--- src/rtl/sys_chk_pkg.sv ---
package sys_chk_pkg;

  localparam int CAUSE_W = 4;

  typedef enum logic [1:0] {
    PRIV_USER  = 2'b00,
    PRIV_SUPER = 2'b01,
    PRIV_RSVD  = 2'b10,
    PRIV_MACH  = 2'b11
  } priv_e;

  typedef enum logic [2:0] {
    OP_NONE,
    OP_ECALL,
    OP_EBREAK,
    OP_MRET,
    OP_SRET,
    OP_WFI,
    OP_SFENCE,
    OP_FENCEI
  } sysop_e;

  typedef struct packed {
    logic ok;
    logic illegal;
    logic trap;
    logic ret;
    logic wfi;
    logic flush;
  } outcome_t;

  localparam logic [CAUSE_W-1:0] CAUSE_BRK    = 4'd3;
  localparam logic [CAUSE_W-1:0] CAUSE_ENV_U  = 4'd8;
  localparam logic [CAUSE_W-1:0] CAUSE_ENV_S  = 4'd9;
  localparam logic [CAUSE_W-1:0] CAUSE_ENV_M  = 4'd11;

endpackage

--- src/rtl/sys_op_decode.sv ---
module sys_op_decode
  import sys_chk_pkg::*;
(
  input  logic [31:0] instr,
  output sysop_e      op,
  output logic        rs1_is_zero,
  output logic        rs2_is_zero
);

  logic [6:0]  opc;
  logic [2:0]  fn3;
  logic [4:0]  rd_f;
  logic [4:0]  rs1_f;
  logic [11:0] imm_f;
  logic        sys_base;

  assign opc   = instr[6:0];
  assign rd_f  = instr[11:7];
  assign fn3   = instr[14:12];
  assign rs1_f = instr[19:15];
  assign imm_f = instr[31:20];

  assign sys_base    = (opc == 7'b1110011) && (fn3 == 3'b000) && (rd_f == 5'd0);
  assign rs1_is_zero = (rs1_f == 5'd0);
  assign rs2_is_zero = (instr[24:20] == 5'd0);

  always_comb begin
    op = OP_NONE;
    if (instr == 32'h0000_100F) begin
      op = OP_FENCEI;
    end else if (sys_base && instr[31:25] == 7'b0001001) begin
      op = OP_SFENCE;
    end else if (sys_base && rs1_is_zero) begin
      case (imm_f)
        12'h000: op = OP_ECALL;
        12'h001: op = OP_EBREAK;
        12'h102: op = OP_SRET;
        12'h302: op = OP_MRET;
        12'h105: op = OP_WFI;
        default: op = OP_NONE;
      endcase
    end
  end

endmodule

--- src/rtl/sys_outcome.sv ---
module sys_outcome
  import sys_chk_pkg::*;
(
  input  sysop_e               op,
  input  logic [1:0]           priv,
  input  logic                 tw,
  input  logic                 tvm,
  input  logic                 tsr,
  output outcome_t             res,
  output logic [CAUSE_W-1:0]   cause,
  output logic                 ret_m
);

  logic lvl_m;
  logic lvl_s;

  assign lvl_m = (priv == PRIV_MACH);
  assign lvl_s = (priv == PRIV_SUPER);

  always_comb begin
    res   = '0;
    cause = '0;
    ret_m = 1'b0;
    unique case (op)
      OP_FENCEI: res.ok = 1'b1;
      OP_ECALL: begin
        res.trap = 1'b1;
        cause    = lvl_m ? CAUSE_ENV_M : (lvl_s ? CAUSE_ENV_S : CAUSE_ENV_U);
      end
      OP_EBREAK: begin
        res.trap = 1'b1;
        cause    = CAUSE_BRK;
      end
      OP_MRET: begin
        res.ret     = lvl_m;
        res.illegal = !lvl_m;
        ret_m       = lvl_m;
      end
      OP_SRET: begin
        res.ret     = lvl_m || (lvl_s && !tsr);
        res.illegal = !(lvl_m || (lvl_s && !tsr));
      end
      OP_WFI: begin
        res.wfi     = lvl_m || (lvl_s && !tw);
        res.illegal = !(lvl_m || (lvl_s && !tw));
      end
      OP_SFENCE: begin
        res.flush   = lvl_m || (lvl_s && !tvm);
        res.illegal = !(lvl_m || (lvl_s && !tvm));
      end
      default: res.illegal = 1'b1;
    endcase
  end

endmodule

--- src/rtl/sys_instr_outcome.sv ---
module sys_instr_outcome
  import sys_chk_pkg::*;
#(
  parameter int XLEN = 64
) (
  input  logic               clk,
  input  logic               rst_n,
  input  logic               in_valid,
  input  logic [31:0]        instr,
  input  logic [1:0]         priv,
  input  logic               tw,
  input  logic               tvm,
  input  logic               tsr,
  input  logic [XLEN-1:0]    rs1_val,
  input  logic [XLEN-1:0]    rs2_val,
  input  logic [XLEN-1:0]    pc,
  output logic               out_valid,
  output logic               res_ok,
  output logic               res_illegal,
  output logic               res_trap,
  output logic [3:0]         trap_cause,
  output logic [XLEN-1:0]    trap_tval,
  output logic               res_ret,
  output logic               ret_to_m,
  output logic               res_wfi,
  output logic               res_flush,
  output logic               flush_all_addr,
  output logic               flush_all_asid,
  output logic [XLEN-1:0]    flush_vaddr,
  output logic [XLEN-1:0]    flush_asid
);

  sysop_e              dec_op;
  logic                dec_rs1_z;
  logic                dec_rs2_z;
  outcome_t            comb_res;
  logic [CAUSE_W-1:0]  comb_cause;
  logic                comb_ret_m;

  sys_op_decode u_dec (
    .instr       (instr),
    .op          (dec_op),
    .rs1_is_zero (dec_rs1_z),
    .rs2_is_zero (dec_rs2_z)
  );

  sys_outcome u_rules (
    .op    (dec_op),
    .priv  (priv),
    .tw    (tw),
    .tvm   (tvm),
    .tsr   (tsr),
    .res   (comb_res),
    .cause (comb_cause),
    .ret_m (comb_ret_m)
  );

  // next-state values
  outcome_t            res_d, res_q;
  logic                vld_d, vld_q;
  logic [CAUSE_W-1:0]  cause_d, cause_q;
  logic [XLEN-1:0]     tval_d, tval_q;
  logic                retm_d, retm_q;
  logic                aall_d, aall_q, sall_d, sall_q;
  logic [XLEN-1:0]     va_d, va_q, as_d, as_q;
  logic                data_en;

  assign data_en = in_valid;

  always_comb begin
    vld_d   = in_valid;
    res_d   = in_valid ? comb_res : '0;
    cause_d = comb_res.trap ? comb_cause : '0;
    tval_d  = (dec_op == OP_EBREAK) ? pc : '0;
    retm_d  = comb_ret_m;
    aall_d  = comb_res.flush && dec_rs1_z;
    sall_d  = comb_res.flush && dec_rs2_z;
    va_d    = (comb_res.flush && !dec_rs1_z) ? rs1_val : '0;
    as_d    = (comb_res.flush && !dec_rs2_z) ? rs2_val : '0;
  end

  always_ff @(posedge clk or negedge rst_n) begin
    if (!rst_n) begin
      vld_q   <= 1'b0;
      res_q   <= '0;
      cause_q <= '0;
      tval_q  <= '0;
      retm_q  <= 1'b0;
      aall_q  <= 1'b0;
      sall_q  <= 1'b0;
      va_q    <= '0;
      as_q    <= '0;
    end else begin
      vld_q <= vld_d;
      res_q <= res_d;
      if (data_en) begin
        cause_q <= cause_d;
        tval_q  <= tval_d;
        retm_q  <= retm_d;
        aall_q  <= aall_d;
        sall_q  <= sall_d;
        va_q    <= va_d;
        as_q    <= as_d;
      end
    end
  end

  assign out_valid      = vld_q;
  assign res_ok         = res_q.ok;
  assign res_illegal    = res_q.illegal;
  assign res_trap       = res_q.trap;
  assign res_ret        = res_q.ret;
  assign res_wfi        = res_q.wfi;
  assign res_flush      = res_q.flush;
  assign trap_cause     = cause_q;
  assign trap_tval      = tval_q;
  assign ret_to_m       = retm_q;
  assign flush_all_addr = aall_q;
  assign flush_all_asid = sall_q;
  assign flush_vaddr    = va_q;
  assign flush_asid     = as_q;

  // one outcome per reported instruction, none when idle
  p_one_outcome_r10: assert property (@(posedge clk) disable iff (!rst_n)
    out_valid |-> $countones({res_ok, res_illegal, res_trap, res_ret, res_wfi, res_flush}) == 1);
  p_quiet_idle_r10: assert property (@(posedge clk) disable iff (!rst_n)
    !out_valid |-> {res_ok, res_illegal, res_trap, res_ret, res_wfi, res_flush} == 6'b0);
  // user-level WFI is rejected
  p_wfi_user_r7: assert property (@(posedge clk) disable iff (!rst_n)
    (in_valid && dec_op == OP_WFI && priv[0] == 1'b0) |=> res_illegal);
  // supervisor fence under tvm is rejected
  p_sfence_tvm_r8: assert property (@(posedge clk) disable iff (!rst_n)
    (in_valid && dec_op == OP_SFENCE && priv == PRIV_SUPER && tvm) |=> res_illegal);
  // machine return only from machine level
  p_mret_level_r5: assert property (@(posedge clk) disable iff (!rst_n)
    (in_valid && dec_op == OP_MRET && priv != PRIV_MACH) |=> res_illegal);
  // breakpoint cause
  p_ebreak_cause_r4: assert property (@(posedge clk) disable iff (!rst_n)
    (in_valid && dec_op == OP_EBREAK) |=> (res_trap && trap_cause == 4'd3));
  // a wildcard address carries a zero qualifier
  p_wild_addr_r9: assert property (@(posedge clk) disable iff (!rst_n)
    (res_flush && flush_all_addr) |-> flush_vaddr == '0);

endmodule

--- config.mk ---
export PLATFORM = sky130hd
export DESIGN_NAME = sys_instr_outcome
export DESIGN_NICKNAME = d
export VERILOG_FILES = /design/src/rtl/sys_chk_pkg.sv /design/src/rtl/sys_op_decode.sv /design/src/rtl/sys_outcome.sv /design/src/rtl/sys_instr_outcome.sv
export SDC_FILE = /design/constraint.sdc
export NUM_CORES = 1
export LEC_CHECK = 0
export BUFFER_PORTS_ARGS = -buffer_cell sky130_fd_sc_hd__buf_2
export CAP_MARGIN = 5
export CORE_AREA = 4 4 169 171
export CTS_CLUSTER_DIAMETER = 50
export DETAILED_ROUTE_END_ITERATION = 6
export DIE_AREA = 0 0 173 175
export GPL_TIMING_DRIVEN = 0
export PLACE_DENSITY = 0.64
export SYNTH_ARGS = -nofsm -noshare
export SYNTH_HDL_FRONTEND = slang
export SYNTH_SLANG_ARGS = --single-unit
--- constraint.sdc ---
create_clock -name clk -period 0.85 [get_ports clk]
set_input_delay 0.085 -clock clk [delete_from_list [all_inputs] [get_ports clk]]
set_output_delay 0.085 -clock clk [all_outputs]
set_load 0.02 [all_outputs]
## Word level (Yosys, flattened, before mapping)

Index checks and enable logic that the tools add are counted.

- Eq/ne operators: 16
- Multiplexer cells: 19
- Reduce and logical (&&, ||, !) cells: 30

Operators with widths:

| operator | number |
|---|---|
| $mux 64 | 3 |
| $eq 32x13->1 const B | 1 |
| $eq 12x9->1 const B | 2 |
| $logic_not 5->1 | 3 |
| $pmux 3 s5 | 1 |
| $eq 12x1->1 const B | 1 |
| $eq 12x10->1 const B | 1 |
| $eq 3x3->1 const B | 4 |
| $logic_not 12->1 | 1 |
| $logic_and 1x1->1 | 11 |
| $logic_not 1->1 | 9 |
| $mux 3 | 3 |
| $mux 4 | 2 |
| $pmux 4 s2 | 1 |
| $eq 7x4->1 const B | 1 |
| $eq 7x7->1 const B | 1 |
| $eq 3x2->1 const B | 2 |
| $mux 1 | 6 |
| $mux 6 | 1 |
| $pmux 1 s5 | 1 |
| $eq 3x1->1 const B | 1 |
| $logic_not 3->1 | 1 |
| $logic_or 1x1->1 | 3 |
| $reduce_or 3->1 | 1 |
| other kinds (4) | 4 |

- Flip-flop bits (word level): 206
- Bits of input ports: 232
- Output and inout bits: 206
- Logic and storage cells: 79

## Depth between registers and ports, before layout

- Depth after elaboration: 11
- Depth in mapped cells: 9

## Modules after synthesis

A second synthesis with hierarchy kept.

- Cells, all modules: 756
- Area, all modules: 8989.9 um2

By module, submodules not included:

| module | instances | cells each | area each (um2) |
|---|---|---|---|
| sys_instr_outcome | 1 | 682 | 8448.1 |
| sys_op_decode | 1 | 40 | 324.1 |
| sys_outcome | 1 | 34 | 217.7 |

## Worst setup path before layout

Ideal clock, no wire load.

- Path type: input-to-reg
- Start point: input instr[3]
- End point: register as_q[10] (netlist: flush_asid[10])
- Library setup time: 64 ps
- Arrival: 1901 ps
- Slack: -1115 ps
- Cell stages on the path: 7
- Cell sequence: or2_0 or2_4 or4_4 or2_4 nor2_4 buf_6 a22o_2

- Longest elaborated chain between the ends: 11
- Elaborated cells on any way between the ends: 13
- Classes of those cells: eq/ne: 3; mux: 5; reduce/logical: 5

RTL lines:

| what | RTL line | text |
|---|---|---|
| from (decl) | sys_instr_outcome.sv:9 | `input logic [31:0] instr,` |
| $eq 7x7->1 | sys_op_decode.sv:23 | `assign sys_base = (opc == 7'b1110011) && (fn3 == 3'b000) && (rd_f == 5'd0);` |
| $logic_and 1x1->1 (2 in a row) | sys_op_decode.sv:23 |  |
| $logic_and 1x1->1 | sys_op_decode.sv:33 | `end else if (sys_base && rs1_is_zero) begin` |
| $mux 3 | sys_op_decode.sv:33 |  |
| $mux 3 | sys_op_decode.sv:31 | `end else if (sys_base && instr[31:25] == 7'b0001001) begin` |
| $mux 3 * | sys_op_decode.sv:29 | `if (instr == 32'h0000_100F) begin` |
| $eq 3x3->1 * | sys_outcome.sv:24 | `unique case (op)` |
| $mux 1 * | sys_outcome.sv:24 |  |
| $logic_and 1x1->1 * | sys_instr_outcome.sv:79 | `as_d = (comb_res.flush && !dec_rs2_z) ? rs2_val : '0;` |
| $mux 64 * | sys_instr_outcome.sv:79 |  |
| to (signal assigned) | sys_instr_outcome.sv:103 | `as_q <= as_d;` |
| to (decl) | sys_instr_outcome.sv:65 | `logic [XLEN-1:0] va_d, va_q, as_d, as_q;` |

Mark *: on every way between the ends. The rest lies on a longest branch, timed or not.
A chain may end at the register's enable or synchronous reset.

## Worst setup path after layout

- Start point: input instr[3]
- End point: register as_q[27] (netlist: flush_asid[27])

Same word-level chain as after synthesis.

==> flow_summary_export.csv <==
group,metric,value,unit
floorplanning,num_rows,60,
clock_tree,cts.sinks,205,
place,pre_cts_slack,-1.550,ns
detailed_routing,viasPerCell,5.029,
power_and_ir_drop,p_seq_frac,0.404,
synth,synth.ff_latch_count,205,
power_and_ir_drop,power_density,1488,nW/um^2
sta,timing.final.crit_share,1.904,
clock_tree,cts_root_buf,"clkbuf_16",
power_and_ir_drop,finalPower,24.18,mW
min_path,min_path_type,"input port to async pin",
flow_run,maxCapViolCount,0,
layout,final_nets,1553,
sta,fmax,617.9,MHz
sta,fin_skew,0,ns
power_and_ir_drop,p_leak,8.221,nW
floorplanning,io_pins,438,
detailed_routing,finalWirelength,37.13,mm
global_routing,antenna_found_initial,3,
global_routing,grt_pass1_wl,48.78,mm
synth,synth_edf_count,0,
detailed_routing,wl_per_cell,22.05,um
place,placed_area,10450,sq um
floorplanning,core_area,26880,sq um
detailed_routing,remaining_drc_errors,0,
synth,synthTopCellsByArea,"dfrtp_1, a22o_1, a22o_2",
worst_setup_path,required,1.30,ns
clock_tree,clk_pin_slew,0.06,ns
clock_tree,clk_path_buf_depth,3,
global_routing,grtUsageTotal,0.1991,
synth,syn_nets,770,
layout,final_cells,1684,
floorplanning,start_util,0.2877,
place,io_buffers,436,
layout,drive_above_1_share,0.5369,
floorplanning,dieWidth,173,um
worst_setup_path,end_kind,"flip-flop",
power_and_ir_drop,p_sw_frac,0.2240,
power_and_ir_drop,pwr-share-comb,0.086,
global_routing,grt_pass1_vias,8454,
status,violations,"hold timing, setup timing",
sta,worst_slew_pin_slew,0.7714,ns
sta,layout_setup_ws,-0.7684,ns
synth,yosysTopAreaCellShare,0.6635,
sta,rsz0062_at_grt,"yes",
synth,yosys_warnings,0,
power_and_ir_drop,ir_drop,1253,uV
floorplanning,die_area,30280,sq um
detailed_routing,drt_iter0_drc,481,
floorplanning,die_y,175,um
status,outcome,"finished with violations",
power_and_ir_drop,power_frac_clock,0.510,
power_and_ir_drop,p_int,18.77,mW
clock_tree,numCtsBuffers,26,
sta,min_period,1.618,ns
global_routing,overflow,0,
synth,ys_seq_area_frac,0.6635,
synth,synth_top_cell_by_area,"dfrtp_1",
synth,synth.distinct_cells,49,
clock_tree,cts_tree,"built",
sta,hold_violations,92,
detailed_routing,via_count,8468,
place,gp_congestion,0.8199,
synth,syn_avg_cell_area,14.37,sq um
clock_tree,h-tree-depth,1,
clock_tree,clkLatencyLatePin,0.51,ns
synth,netlist_instances,538,
synth,synth_ff_type,"dfrtp_1",
global_routing,grt_max_degree,116,
worst_setup_path,crit_fanout,10,
power_and_ir_drop,netSwitchingPower,5.418,mW
detailed_routing,ant_nets,0,
synth,netlist_area,7731,sq um
worst_setup_path,crit_arrival,2.07,ns
layout,layout.filler_cells,1934,
sta,relSlewSlack,0.4803,
worst_setup_path,critPathLaunchType,"input port",
synth,synthArstFlopShare,1.000,
sta,setup_viol,409,
worst_setup_path,critical_path_class,"input port to flip-flop",
sta,finalHoldWorstSlack,-0.4439,ns
place,dp_cells,1316,
detailed_routing,drt-pass1-iter-count,4,
layout,final_cell_area,16250,sq um
sta,slew_violations,0,
layout,area_growth_syn_to_layout,110.2,%
place,dpl.hpwl,21.27,mm
per-stage QoR:
| step | util | setup TNS [ns] |
|---|---|---|
| floorplan | - | -182.44 |
| global placement | 0.3876 | -1059.82 |
| detailed placement | 0.3890 | -326.03 |
| CTS | 0.5088 | -184.90 |
| global route | 0.6047 | -204.32 |
| finish | 0.6047 | -187.90 |
layout by cell type, fill, tap and decap left out, types with 8 or more instances in the layout:
master         instances
a22o_1               137
a22o_2                35
a22o_4                21
buf_12                 8
buf_2                219
buf_4                111
buf_6                219
buf_8                 12
clkbuf_1              20
clkbuf_16             32
dfrtp_1              204
dlygate4sd3_1        201
nand2_1               10
power by group through the flow:
| stage | Combinational, mW | Sequential (mW) | Clock [mW] |
|---|---|---|---|
| CTS | 1.92 | 9.77 | 12.4 |
| global route | 2.24 | 9.76 | 12.9 |
| finish | 2.08 | 9.77 | 12.3 |
| global placement | 1.10 | 9.95 | 0 |
| detailed placement | 1.13 | 9.94 | 0 |
| floorplan | 0.218 | 9.95 | 0 |
routing by layer:
metal / vias to the layer above / GRT usage / routed length (um) / share of wire
met5: - / 0 / 13 / 0.00035
met2: 492 / 0.3541 / 19460 / 0.52
met4: 2 / 0.06319 / 1487 / 0.040
li1: 3660 / - / - / -
met1: 4220 / 0.2347 / 13210 / 0.36
met3: 94 / 0.05409 / 2960 / 0.080
what timing repair did:
item / in CTS / in global routing
setup endpoints to repair: 409 / 409
hold buffers: 199 / 2
pin swaps: 6 / 19
setup buffers: 8 / 106
gates cloned: 1 / 4
gates resized for setup: 38 / 503
endpoints found under the hold margin: 291 / 94
cells by family (layout without fill, tap and decap cells):
family                 count (synthesis)  in the layout  synth area share
AOI/OAI and AO/OA                    219            219            0.2504
DFF                                  205            205            0.6635
and+or+nand+nor                       63             63           0.05082
buffers and inverters                 49            852           0.03350
other                                  1              3         0.0004850
muxes                                  1              1          0.001295
state kept, by name (all words and copies together) (netlist names):
signal	flops
flush_all_addr	1
flush_all_asid	1
flush_asid	64
flush_vaddr	64
out_valid	1
res_flush	1
res_illegal	1
res_ok	1
res_ret	1
res_trap	1
res_wfi	1
ret_to_m	1
trap_cause	3
trap_tval	64
final cells by class:
| class | count | area [sq um] | area share |
|---|---|---|---|
| well taps | 341 | 426.7 | 0.02625 |
| diodes | 2 | 5.005 | 0.0003079 |
| inverters | 5 | 18.77 | 0.001155 |
| clock inverters | 15 | 251.5 | 0.01547 |
| plain buffers | 42 | 415.4 | 0.02556 |
| clock buffers | 33 | 718.2 | 0.04419 |
| flip-flops and latches | 205 | 5131 | 0.3157 |
| repair buffers | 757 | 6608 | 0.4065 |
| multi-input cells | 284 | 2679 | 0.1648 |
final timing paths:
kind,start,to,slack [ns],depth (start not counted)
setup / recovery,instr[3],flush_asid[27]$_DFFE_PN0P_,-0.77,9
hold / removal,rst_n,trap_tval[7]$_DFFE_PN0P_,-0.44,1
setup reg to reg,flush_asid[2]$_DFFE_PN0P_,flush_asid[2]$_DFFE_PN0P_,-0.13,3
hold reg to reg,trap_tval[44]$_DFFE_PN0P_,trap_tval[44]$_DFFE_PN0P_,0.53,1
max in group asynchronous,rst_n,flush_vaddr[4]$_DFFE_PN0P_,0.27,2
min in group clk,instr[18],flush_all_addr$_DFFE_PN0P_,-0.08,4
synth_stat cells (3+ instances only):
cell type	count
inv_1	4
clkbuf_1	24
or3_1	3
dfrtp_1	205
buf_4	5
nand3_1	5
nor3_1	4
nor2_1	7
a21oi_1	4
nand2_1	11
buf_2	9
buf_6	6
o21ai_0	11
a22o_1	137
a22o_2	56
nand2b_1	3
nor4_1	4
nand4b_1	3
critical path: stages:
cell and delay, ns:
buf_6 0.09, or2_1 0.25, or2_4 0.25, or4_4 0.48, or2_4 0.27, nor2_4 0.16
buf_12 0.17, buf_8 0.14, a22o_2 0.16
(Power assumes the default switching activity.)
